**config.mk**
```make
export PLATFORM = sky130hd
export DESIGN_NAME = rxq_pause_ctrl
export DESIGN_NICKNAME = d
export VERILOG_FILES = /design/src/rtl/rxq_pause_pkg.sv /design/src/rtl/rxq_gap_decode.sv /design/src/rtl/rxq_fc_qualify.sv /design/src/rtl/rxq_pause_fsm.sv /design/src/rtl/rxq_req_slot.sv /design/src/rtl/rxq_pause_ctrl.sv
export SDC_FILE = /design/constraint.sdc
export NUM_CORES = 1
export LEC_CHECK = 0
export ABC_AREA = 1
export BUFFER_PORTS_ARGS = -buffer_cell sky130_fd_sc_hd__buf_2
export CAP_MARGIN = 20
export CORE_UTILIZATION = 45
export DETAILED_ROUTE_END_ITERATION = 6
export PLACE_DENSITY_LB_ADDON = 0.12
export SYNTH_ARGS = -nofsm -noshare
export SYNTH_HDL_FRONTEND = slang
export SYNTH_SLANG_ARGS = --single-unit
export TNS_END_PERCENT = 100
```
**constraint.sdc**
```tcl
create_clock -name clk -period 3.74 [get_ports clk]
set_input_delay 0.374 -clock clk [delete_from_list [all_inputs] [get_ports clk]]
set_output_delay 0.374 -clock clk [all_outputs]
set_load 0.005 [all_outputs]
```
**src/rtl/rxq_pause_pkg.sv**
```systemverilog
package rxq_pause_pkg;
   // queue size code counts 256-byte units, minus one
   localparam int unsigned Q_UNIT_SH    = 8;
   // a gap code n stands for GAP_BASE + n << GAP_STEP_SH bytes below full
   localparam int unsigned GAP_BASE     = 1024;
   localparam int unsigned GAP_STEP_SH  = 9;
   // smallest queue on which flow control may run
   localparam int unsigned FC_MIN_BYTES = 4096;
   localparam int unsigned FC_MIN_CODE  = (FC_MIN_BYTES >> Q_UNIT_SH) - 1;

   typedef enum logic {
      ST_FLOWING = 1'b0,
      ST_PAUSED  = 1'b1
   } fc_state_e;

   // index of each gap decoder in the generate array
   localparam int unsigned GAP_PAUSE  = 0;
   localparam int unsigned GAP_RESUME = 1;
   localparam int unsigned GAP_COUNT  = 2;
endpackage

```
**src/rtl/rxq_gap_decode.sv**
```systemverilog
module rxq_gap_decode
   import rxq_pause_pkg::*;
#(
   parameter int unsigned QSZ_W = 10,
   parameter int unsigned THR_W = 6,
   parameter int unsigned LVL_W = 19
) (
   input  logic [QSZ_W-1:0] qsize_code,
   input  logic [THR_W-1:0] gap_code,
   output logic [LVL_W-1:0] level
);
   logic [LVL_W-1:0] full_bytes;
   logic [LVL_W-1:0] gap_bytes;

   always_comb begin
      full_bytes = (LVL_W'(qsize_code) + LVL_W'(1)) << Q_UNIT_SH;
      gap_bytes  = LVL_W'(GAP_BASE) + (LVL_W'(gap_code) << GAP_STEP_SH);
      // an oversized gap clamps the trip level at empty
      level      = (gap_bytes >= full_bytes) ? '0 : (full_bytes - gap_bytes);
   end
endmodule

```
**src/rtl/rxq_fc_qualify.sv**
```systemverilog
module rxq_fc_qualify
   import rxq_pause_pkg::*;
#(
   parameter int unsigned QSZ_W = 10
) (
   input  logic             fc_en,
   input  logic [QSZ_W-1:0] qsize_code,
   output logic             allowed
);
   localparam longint unsigned CODE_MAX = (64'd1 << QSZ_W) - 64'd1;

   generate
      if (CODE_MAX < FC_MIN_CODE) begin : g_never
         // the size field cannot describe a 4 KB queue
         assign allowed = 1'b0;
      end else begin : g_cmp
         assign allowed = fc_en && (qsize_code >= QSZ_W'(FC_MIN_CODE));
      end
   endgenerate
endmodule

```
**src/rtl/rxq_pause_fsm.sv**
```systemverilog
module rxq_pause_fsm
   import rxq_pause_pkg::*;
#(
   parameter int unsigned LVL_W = 19,
   parameter int unsigned PT_W  = 16
) (
   input  logic             clk,
   input  logic             rst_n,
   input  logic             allowed,
   input  logic [LVL_W-1:0] fill,
   input  logic [LVL_W-1:0] pause_lvl,
   input  logic [LVL_W-1:0] resume_lvl,
   input  logic [PT_W-1:0]  pause_quanta,
   input  logic             slot_busy,
   output logic             issue,
   output logic [PT_W-1:0]  issue_quanta,
   output logic             paused
);
   fc_state_e st_q, st_d;
   logic      go_pause, go_resume;

   always_comb begin
      go_pause  = !slot_busy && (st_q == ST_FLOWING) && allowed && (fill > pause_lvl);
      go_resume = !slot_busy && (st_q == ST_PAUSED) && (!allowed || (fill < resume_lvl));
      st_d      = st_q;
      if (go_pause)       st_d = ST_PAUSED;
      else if (go_resume) st_d = ST_FLOWING;
      issue        = go_pause || go_resume;
      issue_quanta = go_pause ? pause_quanta : '0;
   end

   always_ff @(posedge clk) begin
      if (!rst_n) st_q <= ST_FLOWING;
      else        st_q <= st_d;
   end

   assign paused = (st_q == ST_PAUSED);
endmodule

```
**src/rtl/rxq_req_slot.sv**
```systemverilog
module rxq_req_slot #(
   parameter int unsigned W = 16
) (
   input  logic         clk,
   input  logic         rst_n,
   input  logic         load,
   input  logic [W-1:0] load_data,
   input  logic         ready,
   output logic         valid,
   output logic [W-1:0] data
);
   always_ff @(posedge clk) begin
      if (!rst_n) begin
         valid <= 1'b0;
         data  <= '0;
      end else if (load) begin
         valid <= 1'b1;
         data  <= load_data;
      end else if (valid && ready) begin
         valid <= 1'b0;
      end
   end
endmodule

```
**src/rtl/rxq_pause_ctrl.sv**
```systemverilog
module rxq_pause_ctrl
   import rxq_pause_pkg::*;
#(
   parameter int unsigned QSZ_W = 10,
   parameter int unsigned THR_W = 6,
   parameter int unsigned LVL_W = 19,
   parameter int unsigned PT_W  = 16
) (
   input  logic             clk,
   input  logic             rst_n,
   input  logic [LVL_W-1:0] fill_bytes,
   input  logic [QSZ_W-1:0] qsize_code,
   input  logic [THR_W-1:0] pause_gap_code,
   input  logic [THR_W-1:0] resume_gap_code,
   input  logic [PT_W-1:0]  pause_quanta,
   input  logic             tx_fc_en,
   output logic             req_valid,
   input  logic             req_ready,
   output logic [PT_W-1:0]  req_quanta
);
   localparam int unsigned FULL_W = QSZ_W + Q_UNIT_SH + 1;
   localparam int unsigned GAP_W  = THR_W + GAP_STEP_SH + 1;

   generate
      if (LVL_W < FULL_W) begin : g_bad_full
         $error("LVL_W cannot hold the largest queue size");
      end
      if (LVL_W < GAP_W) begin : g_bad_gap
         $error("LVL_W cannot hold the largest gap");
      end
      if (PT_W < 1) begin : g_bad_pt
         $error("PT_W must be at least 1");
      end
   endgenerate

   logic [THR_W-1:0] gap_code [GAP_COUNT];
   logic [LVL_W-1:0] gap_lvl  [GAP_COUNT];
   logic             fc_allowed;
   logic             issue;
   logic [PT_W-1:0]  issue_quanta;
   logic             paused_q;

   assign gap_code[GAP_PAUSE]  = pause_gap_code;
   assign gap_code[GAP_RESUME] = resume_gap_code;

   for (genvar g = 0; g < GAP_COUNT; g++) begin : g_gap
      rxq_gap_decode #(.QSZ_W(QSZ_W), .THR_W(THR_W), .LVL_W(LVL_W)) u_dec (
         .qsize_code (qsize_code),
         .gap_code   (gap_code[g]),
         .level      (gap_lvl[g])
      );
   end

   rxq_fc_qualify #(.QSZ_W(QSZ_W)) u_qual (
      .fc_en      (tx_fc_en),
      .qsize_code (qsize_code),
      .allowed    (fc_allowed)
   );

   rxq_pause_fsm #(.LVL_W(LVL_W), .PT_W(PT_W)) u_fsm (
      .clk          (clk),
      .rst_n        (rst_n),
      .allowed      (fc_allowed),
      .fill         (fill_bytes),
      .pause_lvl    (gap_lvl[GAP_PAUSE]),
      .resume_lvl   (gap_lvl[GAP_RESUME]),
      .pause_quanta (pause_quanta),
      .slot_busy    (req_valid),
      .issue        (issue),
      .issue_quanta (issue_quanta),
      .paused       (paused_q)
   );

   rxq_req_slot #(.W(PT_W)) u_slot (
      .clk       (clk),
      .rst_n     (rst_n),
      .load      (issue),
      .load_data (issue_quanta),
      .ready     (req_ready),
      .valid     (req_valid),
      .data      (req_quanta)
   );
endmodule

```
==> summary.md, run 1 <==
| Metric | Value |
|---|---|
| Initial DRC Count | approximately 150 |
| Worst-case clock skew | between 1 and 1.5 ps |
| Hold WC Path Type | in -> reg |
| Area Overhead vs Synth | 60.2% |
| Placer congestion estimate | 0.842 |
| FF+latch count, synth | 18 |
| Mapped Cells | between 300 and 400 |
| Maximum root-to-sink buffer count | 2 |
| Max-slew headroom | 29.3% |
| Area of the multi-input gates | between 0.002 and 0.003 mm^2 |
| DRC | 0 |
| Global-route wire length before repair | between 10 and 15 mm |
| Crit Path Class | in -> reg |
| FP Rows | 28 |
| Power Internal | 662 uW |
| CP required | approximately 4000 ps |
| Final core occ | between 70% and 80% |
| Post-DP HPWL | about 6.4 mm |
| Maximum clock frequency | ~270 MHz |
| Period minus WS final | around 3700 ps |
| R2R depth | 5 |
| Max-slew violations | 0 |
| Register area | roughly 360 um^2 |
| Combinational fraction of design power | 66.1% |
| Syn_nets | around 500 |
| CP Max Fanout | 6 |
| Initial core utilization | a little under half |
| Vias in the first global route | 2900 |
| Setup Viol. Count Final | 0 |
| Avg Inst Size Synth | 7.23 um^2 |
| R2R setup slack | ~2100 ps |
| Net Sw Frac | between 40% and 50% |
| GRT Total Usage | between 20% and 30% |
| Hold Path Stages | 3 |
| Reg clk slew, reported paths | 70 ps |
| Flop pwr share | 19.5% |
| Drt wl/cell | 14.3 um |
| H-tree depth | 1 |
| Period Utilization, post-route | between 90 and 100% |
| Clock power share | 14.4% |
| Crit path launch type | input pin |
| Die height | 80.7 um |
| Hold Buf Count CTS | 0 |
| Drt pass-1 iters | 4 |
| Initial antenna violation count | 0 |
| IO Pins | 78 |
| WL final | just under 9 mm |
| Filler Cell Count | about 460 |
| Worst r2r dst | u_slot.data[6] |
| CTS tree | done |
| Most common cell after layout, fill and taps aside | buf_2 |
| Core area | approximately 0.0060 mm^2 |
| Min-Delay Endpoint | u_slot.valid |
| Most frequent cells in the layout | buf_2, buf_4, nand2_1 |
| Final #Nets | between 600 and 700 |
| Diodes inserted | 0 |
| Congestion Overflow GR | 0 |
| Unrepaired setup endpoints after global routing | true |
| Largest net degree at the start of global routing | 19 |
| Synthesized area | ~0.0028 mm^2 |
| Post-Layout Cell Count | approximately 620 |
| Least-Margin Pin Slew | approximately 1100 ps |
| Fin. Hold Viols | 0 |
| CTS sink cnt | 18 |
| Leak Pwr | roughly 0.0022 uW |
| Placed Cells | around 600 |
| Skew-Pair Late Insertion Delay | 260 ps |
| Switching pwr | around 470 uW |
| Antenna Nets Post-Route | 0 |
| Vias | 3302 |
| DIE AREA | ~0.0065 mm^2 |
| Total of max-cap violations | 0 |
| Worst R2R Start | u_fsm.paused |
| Setup TNS | 0 ps |
| Pwr per Cell Area | 253 mW/mm^2 |
| Sequential share of the synthesized area | roughly 13% |
| Netlist cell types | 41 |
| Status | completed |
| Hold Crit Start | rst_n |
| Layout cells sized above 1 | a little over half |
| Worst Path Arrival | 3900 ps |
| Yosys warnings | 0 |
| # port buffers | 77 |
| Vias per cell | about 5.3 |
| Critical Path End Type | register |
| Die Wd | roughly 81 um |
| Worst vdd ir | ~0.19 mV |
| Total CTS buffers | 3 |
| Clk root buf | clkbuf_8 |
==> worst max-delay path: stages <==
cell and delay, ps:
buf_8 80, ha_4 140, nand2_4 50, nor2_4 90
nand2_2 80, nor2_4 110, xor2_2 180, inv_2 80
ha_4 270, inv_4 70, nor2_4 30, o311ai_2 300
nand3_2 190, or2_4 270, ha_4 270, nand2_2 40
o21ai_1 100, a31oi_1 90, o21ai_1 140, a31oi_1 120
o21ai_2 230, nand3_4 200, buf_4 200, buf_6 100
a21oi_2 100
==> power by group through the flow <==
stage	logic [uW]	registers, uW	clock network, uW
after global routing	827	222	176
after floorplan	358	225	0
after global placement	557	224	0
after detailed placement	573	224	0
final	749	221	163
after CTS	646	220	162
==> how the worst max path moves through the flow <==
stage | start | slack, ps | end
after floorplan | qsize_code[0] | -160 | u_slot.data[1]
after global placement | qsize_code[0] | -450 | u_slot.valid
after detailed placement | qsize_code[0] | -490 | u_slot.valid
after CTS | qsize_code[1] | 4 | u_slot.data[6]
after global routing | qsize_code[1] | -240 | u_fsm.paused
final | qsize_code[1] | 20 | u_fsm.paused
==> cells in the mapped netlist <==
cell | n | area [um^2]
o21bai_1 | 1 | 7.51
o21bai_4 | 1 | 18.8
clkinv_2 | 1 | 5.00
and3_2 | 1 | 7.51
nand2_4 | 3 | 33.8
o311ai_0 | 1 | 8.76
a2111oi_0 | 1 | 8.76
fa_1 | 2 | 40.0
nand4_1 | 28 | 175
a21o_1 | 4 | 30.0
dfxtp_1 | 18 | 360
and2_1 | 1 | 6.26
buf_2 | 1 | 5.00
a21boi_0 | 1 | 7.51
ha_1 | 46 | 576
nor3_1 | 1 | 5.00
nand2_2 | 6 | 37.5
nor4b_1 | 1 | 8.76
xnor2_1 | 1 | 8.76
nor2_1 | 20 | 75.1
a31oi_1 | 4 | 25.0
nand3_1 | 40 | 200
dlymetal6s2s_1 | 1 | 12.5
xor2_1 | 9 | 78.8
buf_12 | 1 | 20.0
a21oi_1 | 25 | 125
nor3_2 | 2 | 20.0
nand2_1 | 57 | 214
nor2_2 | 4 | 25.0
o21ai_2 | 1 | 8.76
o21ai_0 | 8 | 40.0
nand3_4 | 1 | 17.5
inv_2 | 3 | 11.3
clkbuf_8 | 4 | 55.1
clkinv_1 | 1 | 3.75
nand3b_1 | 6 | 45.0
nor4_1 | 2 | 12.5
inv_1 | 46 | 173
or2_2 | 8 | 50.1
a21oi_2 | 10 | 87.6
nand3_2 | 14 | 140
==> layer usage <==
layer,track usage [%],part of all wire [%]
met2,43.0,49
met5,0,0
met1,35.8,44
met3,3.37,4.8
met4,3.21,1.9
==> what timing repair did <==
action                                  4_1_cts  5_1_grt
endpoints found under the hold margin         0        0
pin swaps                                    32       24
buffers inserted                             12        7
cloned                                        5        0
resized for setup                            28       69
endpoints found under the setup margin       18       18
==> stage by stage <==
stage	setup slack [ps]	power, uW	hold WS (ps)	cell area [um^2]
after floorplan	-156	583	468	2850
after detailed placement	-490	797	466	3710
after CTS	4.05	1030	340	4080
after global placement	-450	781	458	3710
final	23.2	1130	335	4470
after global routing	-235	1220	340	4470
==> kinds of logic after synthesis <==
| logic type | count (synthesis) | synth area share (%) |
|---|---|---|
| and+or+nand+nor | 195 | 38.5 |
| AOI/OAI and AO/OA | 57 | 13.2 |
| buffers and inverters | 58 | 10.2 |
| DFF | 18 | 12.9 |
| adders and majority gates | 48 | 22.1 |
| xor gates and xnor gates | 10 | 3.14 |
==> sequential cells by signal, summed over array words and instances, names as in the netlist <==
name,flops
u_fsm.paused,1
u_slot.data,16
u_slot.valid,1
==> layout make-up <==
| type | instances | area share (%) |
|---|---|---|
| Inverter | 51 | 4.37 |
| Multi-Input combinational cell | 314 | 59.9 |
| Tap cell | 75 | 2.10 |
| Timing Repair Buffer | 159 | 24.4 |
| Clock buffer | 4 | 1.23 |
| Sequential cell | 18 | 8.06 |
No activity file was read; power rests on OpenSTA's default activity.
==> run 2, diff against run 1 <==
--- a/config.mk
+++ b/config.mk
@@ -7,8 +7,7 @@
 export LEC_CHECK = 0
 export ABC_AREA = 1
 export BUFFER_PORTS_ARGS = -buffer_cell sky130_fd_sc_hd__buf_2
-export CAP_MARGIN = 20
-export CORE_UTILIZATION = 45
+export CORE_UTILIZATION = 49
 export DETAILED_ROUTE_END_ITERATION = 6
 export PLACE_DENSITY_LB_ADDON = 0.12
 export SYNTH_ARGS = -nofsm -noshare
==> run 2 against run 1 <==
The flow now finishes with violations (setup timing); via count fell by 2.6%; routed wire length shrank 6.6%; global-route usage up 1.8 points; clock-buffer cell count stayed put; hold slack gained 12 ps; register-to-register slack lost 330 ps; critical endpoint unchanged; design area down 8.6%; sequential power about the same; fmax fell by 4.7%; highest routed layer unchanged; utilization is 0.88 points lower.
==> summary.md, run 2 (synthesis results as in run 1) <==
| Metric | Value |
|---|---|
| Area of the multi-input gates | 0.00244 mm^2 (-8.8%) |
| Congestion Overflow GR | 0 (unchanged) |
| Leak Pwr | 0.00205 uW (-5.3%) |
| Final #Nets | 642 (-2.1%) |
| Hold Buf Count CTS | 0 (unchanged) |
| Status | finished with violations |
| Initial antenna violation count | 0 (unchanged) |
| Post-DP HPWL | 6.36 mm (-0.35%) |
| Hold WC Path Type | in -> reg |
| Setup Viol. Count Final | 18 (+18) |
| Vias | 3215 (-2.6%) |
| Total of max-cap violations | 0 (unchanged) |
| CP required | 3920 ps (about the same) |
| Max-slew headroom | 23.5% (-5.8 points) |
| Max incr delay on CP | 270 ps (-30 ps) |
| CP bufs+invs | 5 (unchanged) |
| Clk root buf | clkbuf_8 |
| Final core occ | 74.2% (-0.88 points) |
| Diodes inserted | 0 (unchanged) |
| Worst setup margin | -162 ps (-185 ps) |
| Vias in the first global route | 3109 (+7.2%) |
| Unrepaired setup endpoints after global routing | true |
| Net Sw Frac | 41.5% (-0.12 points) |
| Initial DRC Count | 128 (-17%) |
| # port buffers | 77 (unchanged) |
| Area Overhead vs Synth | 46.4% |
| CTS sink cnt | 18 (unchanged) |
| Combinational fraction of design power | 62.9% (-3.2 points) |
| CP top delay family | simple AND/OR/NAND/NOR gates |
| Setup TNS | -2440 ps (-2440 ps) |
| IO Pins | 78 (unchanged) |
| CTS tree | done |
| Power Internal | 605 uW (-8.6%) |
| Crit path launch type | input pin |
| Die Wd | 77.5 um (-4.1%) |
| GRT Total Usage | 27.4% (+1.8 points) |
| Slowest CP cell | ha_4 |
| Drt pass-1 iters | 4 (unchanged) |
| Most frequent cells in the layout | buf_2, buf_4, nand2_1 |
| Flop pwr share | 21.5% (+2.0 points) |
| Clock power share | 15.6% (+1.2 points) |
| Register area | 360 um^2 (unchanged) |
| FP Rows | 27 (-3.6%) |
| Largest register FFs | 16 (unchanged) |
| Max-slew violations | 0 (unchanged) |
| Reg clk slew, reported paths | 70 ps (about the same) |
| Die height | 77.5 um (-4.1%) |
| Initial core utilization | 50.7% (+3.8 points) |
| Most common cell after layout, fill and taps aside | buf_2 |
| Dpl ws | -449 ps (+41.1 ps) |
| Antenna Nets Post-Route | 0 (unchanged) |
| Hold WS | 347 ps (+11.5 ps) |
| Fin. Hold Viols | 0 (unchanged) |
| R2R setup slack | 1720 ps (-330 ps) |
| Largest net degree at the start of global routing | 18 (-1) |
| Worst vdd ir | 0.218 mV (+13%) |
| Core area | 0.00551 mm^2 (-7.5%) |
| H-tree depth | 1 (unchanged) |
| Vias per cell | 5.32 (+0.11%) |
| Drt wl/cell | 13.7 um (-4.0%) |
| Layout cells sized above 1 | 44.9% (-8.0 points) |
| Filler Cell Count | 456 (-0.65%) |
| Maximum root-to-sink buffer count | 2 (unchanged) |
| Crit Path Class | in -> reg |
| Total CTS buffers | 3 (unchanged) |
| CP Max Fanout | 6 (unchanged) |
| Critical Path End Type | register |
| Period minus WS final | 3900 ps (+185 ps) |
| DIE AREA | 0.00600 mm^2 (-8.0%) |
| Skew-Pair Late Insertion Delay | 260 ps (about the same) |
| DRC | 0 (unchanged) |
| Failing checks | setup timing |
| Placer congestion estimate | 0.854 (+1.4%) |
| Hold Path Stages | 3 (unchanged) |
| Switching pwr | 429 uW (-9.0%) |
| Pwr per Cell Area | 253 mW/mm^2 (-0.13%) |
| Worst-case clock skew | 3.31 ps (+2.18 ps) |
| Least-Margin Pin Slew | 1140 ps (+85.0 ps) |
| Maximum clock frequency | 256 MHz (-4.7%) |
| Worst Path Arrival | 4080 ps (+180 ps) |
| WL final | 8.30 mm (-6.6%) |
| Period Utilization, post-route | 104% (+5.0 points) |
| Total Power | 1030 uW (-8.7%) |
| Critical path depth | 26 (+4.0%) |
| Global-route wire length before repair | 13.6 mm (+3.3%) |
| Most flops, register | u_slot.data |
| R2R depth | 5 (unchanged) |
-- run 2: layout make-up --
type	instances	area share, %
inverter	51	4.72
clock buffer	4	1.35
timing repair buffer	146	23.2
sequential	18	8.82
multi-input combinational	313	59.8
tap	72	2.21
-- run 2: metal layers --
layer	vias up	GRT usage, %	part of all wire (%)
met3	6	2.94	5.1
met2	90	48.9	49
li1	1636	-	-
met1	1483	36.3	46
met5	-	0	0
met4	0	3.21	0.75
-- run 2: power groups by stage --
stage	clock [uW]	sequential, uW	combinational (uW)
global route	173	224	721
global placement	0	224	547
finish	161	223	650
CTS	161	221	628
floorplan	0	225	358
detailed placement	0	224	564
-- run 2: tightest hold or removal path, stage by stage --
cell     delay (ps)
buf_2            90
o21ai_1          60
inv_1            50
-- run 2: through the flow --
stage               cells  area, um^2
global placement      586        3680
floorplan             386        2850
finish                604        4090
detailed placement    586        3680
global route          604        4090
CTS                   600        3990
-- run 2: timing repair --
action,in CTS,in global routing
cloned,3,1
setup endpoints to repair,18,18
buffers inserted,7,7
pin swaps,27,27
gates resized for setup,28,24
-- run 2: path summary, 6_finish.rpt --
check / startpoint / endpoint
worst min register to register: u_slot.data[1] / u_slot.data[1]
worst max register to register: u_slot.valid / u_fsm.paused
worst max-delay path: qsize_code[1] / u_fsm.paused
worst min-delay path: rst_n / u_slot.valid
==> run 3, diff against run 2 <==
--- a/config.mk
+++ b/config.mk
@@ -13,4 +13,4 @@
 export SYNTH_ARGS = -nofsm -noshare
 export SYNTH_HDL_FRONTEND = slang
 export SYNTH_SLANG_ARGS = --single-unit
-export TNS_END_PERCENT = 100
+export TNS_END_PERCENT = 5
==> run 3 against run 2 <==
The run now ends clean; via count down 3.0%; worst setup slack gained 160 ps; die area is the same; critical path depth fell by 2; sequential power barely moved; clock-buffer cell count unchanged; critical path type unchanged; clock power about the same; non-clock buffer count is 9 lower; routed wire length down 7.0%; critical endpoint is now u_slot.data[13]; clock skew fell by 1.3 ps; fmax rose by 4.4%.
==> summary.md, run 3 (synthesis results as in run 1) <==
| Metric | Value |
|---|---|
| Maximum clock frequency | 267 MHz (+4.4%) |
| Placer congestion estimate | 0.867 (+1.6%) |
| DRC | 0 (unchanged) |
| Worst-case clock skew | 2.00 ps (-1.31 ps) |
| Period minus WS final | 3740 ps (-163 ps) |
| Status | completed |
| Worst setup margin | 0.974 ps (+163 ps) |
| Area Overhead vs Synth | 38.7% |
| Critical Path End Type | register |
| Diodes inserted | 0 (unchanged) |
| IO Pins | 78 (unchanged) |
| Drt wl/cell | 13.0 um (-5.3%) |
| Least-Margin Pin Slew | 1150 ps (+8.94 ps) |
| Flop pwr share | 22.3% (+0.8 points) |
| Vias in the first global route | 2938 (-5.5%) |
| DIE AREA | 0.00600 mm^2 (unchanged) |
| CTS tree | done |
| Clk root buf | clkbuf_8 |
| Initial core utilization | 50.7% (unchanged) |
| Worst Path Arrival | 3910 ps (-170 ps) |
| Unrepaired setup endpoints after global routing | true |
| Crit Path Class | in -> reg |
| GRT Total Usage | 25.5% (-1.9 points) |
| Fin. Hold Viols | 0 (unchanged) |
| Net Sw Frac | 41.0% (-0.51 points) |
| # port buffers | 77 (unchanged) |
| CP required | 3910 ps (about the same) |
| Largest register FFs | 16 (unchanged) |
| Clock power share | 16.3% (+0.7 points) |
| WL final | 7.71 mm (-7.0%) |
| Max-slew violations | 0 (unchanged) |
| Pwr per Cell Area | 256 mW/mm^2 (+1.3%) |
| Period Utilization, post-route | 100% (-4.4 points) |
| Core area | 0.00551 mm^2 (unchanged) |
| Skew-Pair Late Insertion Delay | 260 ps (about the same) |
| Most flops, register | u_slot.data |
| Leak Pwr | 0.00199 uW (-3.1%) |
| Max-slew headroom | 22.9% (-0.60 points) |
| Filler Cell Count | 476 (+4.4%) |
| H-tree depth | 1 (unchanged) |
| Combinational fraction of design power | 61.4% (-1.5 points) |
| Reg clk slew, reported paths | 70 ps (about the same) |
| Congestion Overflow GR | 0 (unchanged) |
| Total Power | 992 uW (-4.1%) |
| Hold WS | 345 ps (-2.06 ps) |
| Crit path launch type | input pin |
| Maximum root-to-sink buffer count | 2 (unchanged) |
| Global-route wire length before repair | 12.6 mm (-6.9%) |
| Vias per cell | 5.26 (-1.2%) |
| Switching pwr | 406 uW (-5.2%) |
| Final #Nets | 631 (-1.7%) |
| Total of max-cap violations | 0 (unchanged) |
| Power Internal | 585 uW (-3.2%) |
| Initial DRC Count | 132 (+3.1%) |
| Vias | 3119 (-3.0%) |
| Die Wd | 77.5 um (unchanged) |
| Layout cells sized above 1 | 41.1% (-3.8 points) |
| Die height | 77.5 um (unchanged) |
| Setup Viol. Count Final | 0 (-18) |
| Area of the multi-input gates | 0.00232 mm^2 (-5.1%) |
| Drt pass-1 iters | 4 (unchanged) |
| Antenna Nets Post-Route | 0 (unchanged) |
| Dpl ws | -487 ps (-37.3 ps) |
| CP Max Fanout | 5 (-1) |
| CTS sink cnt | 18 (unchanged) |
| FP Rows | 27 (unchanged) |
| Most frequent cells in the layout | buf_2, buf_4, nand2_1 |
| Most common cell after layout, fill and taps aside | buf_2 |
| Hold WC Path Type | in -> reg |
| Initial antenna violation count | 0 (unchanged) |
| Total CTS buffers | 3 (unchanged) |
| Register area | 360 um^2 (unchanged) |
| Post-DP HPWL | 6.29 mm (-1.1%) |
| Largest net degree at the start of global routing | 19 (+1) |
| Worst vdd ir | 0.156 mV (-28%) |
run 3: cell types whose count changed in the layout (fill, tap and decap cells not counted), moves of 3 or more:
cell / previous run / this run
nand3_1: 31 / 39
buf_6: 8 / 2
buf_4: 62 / 57
nand3_2: 18 / 14
nand3_4: 6 / 2
a21oi_1: 21 / 24
a21oi_2: 14 / 11
run 3: per-layer routing:
layer	vias to the layer above	GRT usage, %	part of all wire [%]
met5	-	0	0
met4	0	3.40	0.93
met3	6	2.82	4.6
met2	85	44.6	47
met1	1417	34.2	48
li1	1611	-	-
run 3: critical path, cell delays in order:
cell and delay (ps):
buf_2 110, ha_4 150, nand2_4 60, nor2_4 110, nand2_1 80, nor2_2 90, xor2_1 190, inv_1 110
ha_4 230, inv_2 50, nor2_1 40, o311ai_1 270, nand3_1 220, buf_4 200, a21oi_1 90, o21ai_0 150
ha_1 360, nand4_1 130, nor4b_2 240, nand2_1 150, nand3_4 140, buf_6 130, nand3_1 80, a21oi_1 140
run 3: layout make-up:
cell class                 count  share of cell area, %
clock buffer                   4                   1.42
inverter                      51                   4.98
multi-input combinational    311                   59.8
sequential                    18                   9.31
tap                           72                   2.33
timing repair buffer         137                   22.1
run 3: timing repair:
item                                    in CTS  in global routing
hold buffers                                 0                  0
pin swaps                                   12                  7
endpoints found under the setup margin      18                 18
buffers inserted                             1                  0
cloned                                       0                  1
gates resized for setup                     10                 11
run 3: worst paths after layout:
path	startpoint	endpoint	slack (ps)	cells after the start
max reg2reg	u_slot.valid	u_slot.data[10]	1810	5
max	qsize_code[0]	u_slot.data[13]	1	24
min	rst_n	u_slot.valid	340	3
min reg2reg	u_slot.data[6]	u_slot.data[6]	470	2
run 3: power groups by stage:
stage	clock [uW]	sequential (uW)	combinational [uW]
6_report	162	221	609
5_1_grt	174	223	678
4_1_cts	163	221	587
3_5_place_dp	0	224	569
3_3_place_gp	0	224	553
2_1_floorplan	0	225	358
run 3: metrics by stage:
stage	instance area, um^2	TNS, ps	cells	utilization, %
floorplan	2850	-1730	386	-
global route	3870	-3380	593	70.3
detailed placement	3690	-8560	587	66.9
finish	3870	0	593	70.3
global placement	3690	-7200	587	66.9
CTS	3810	0	592	69.1
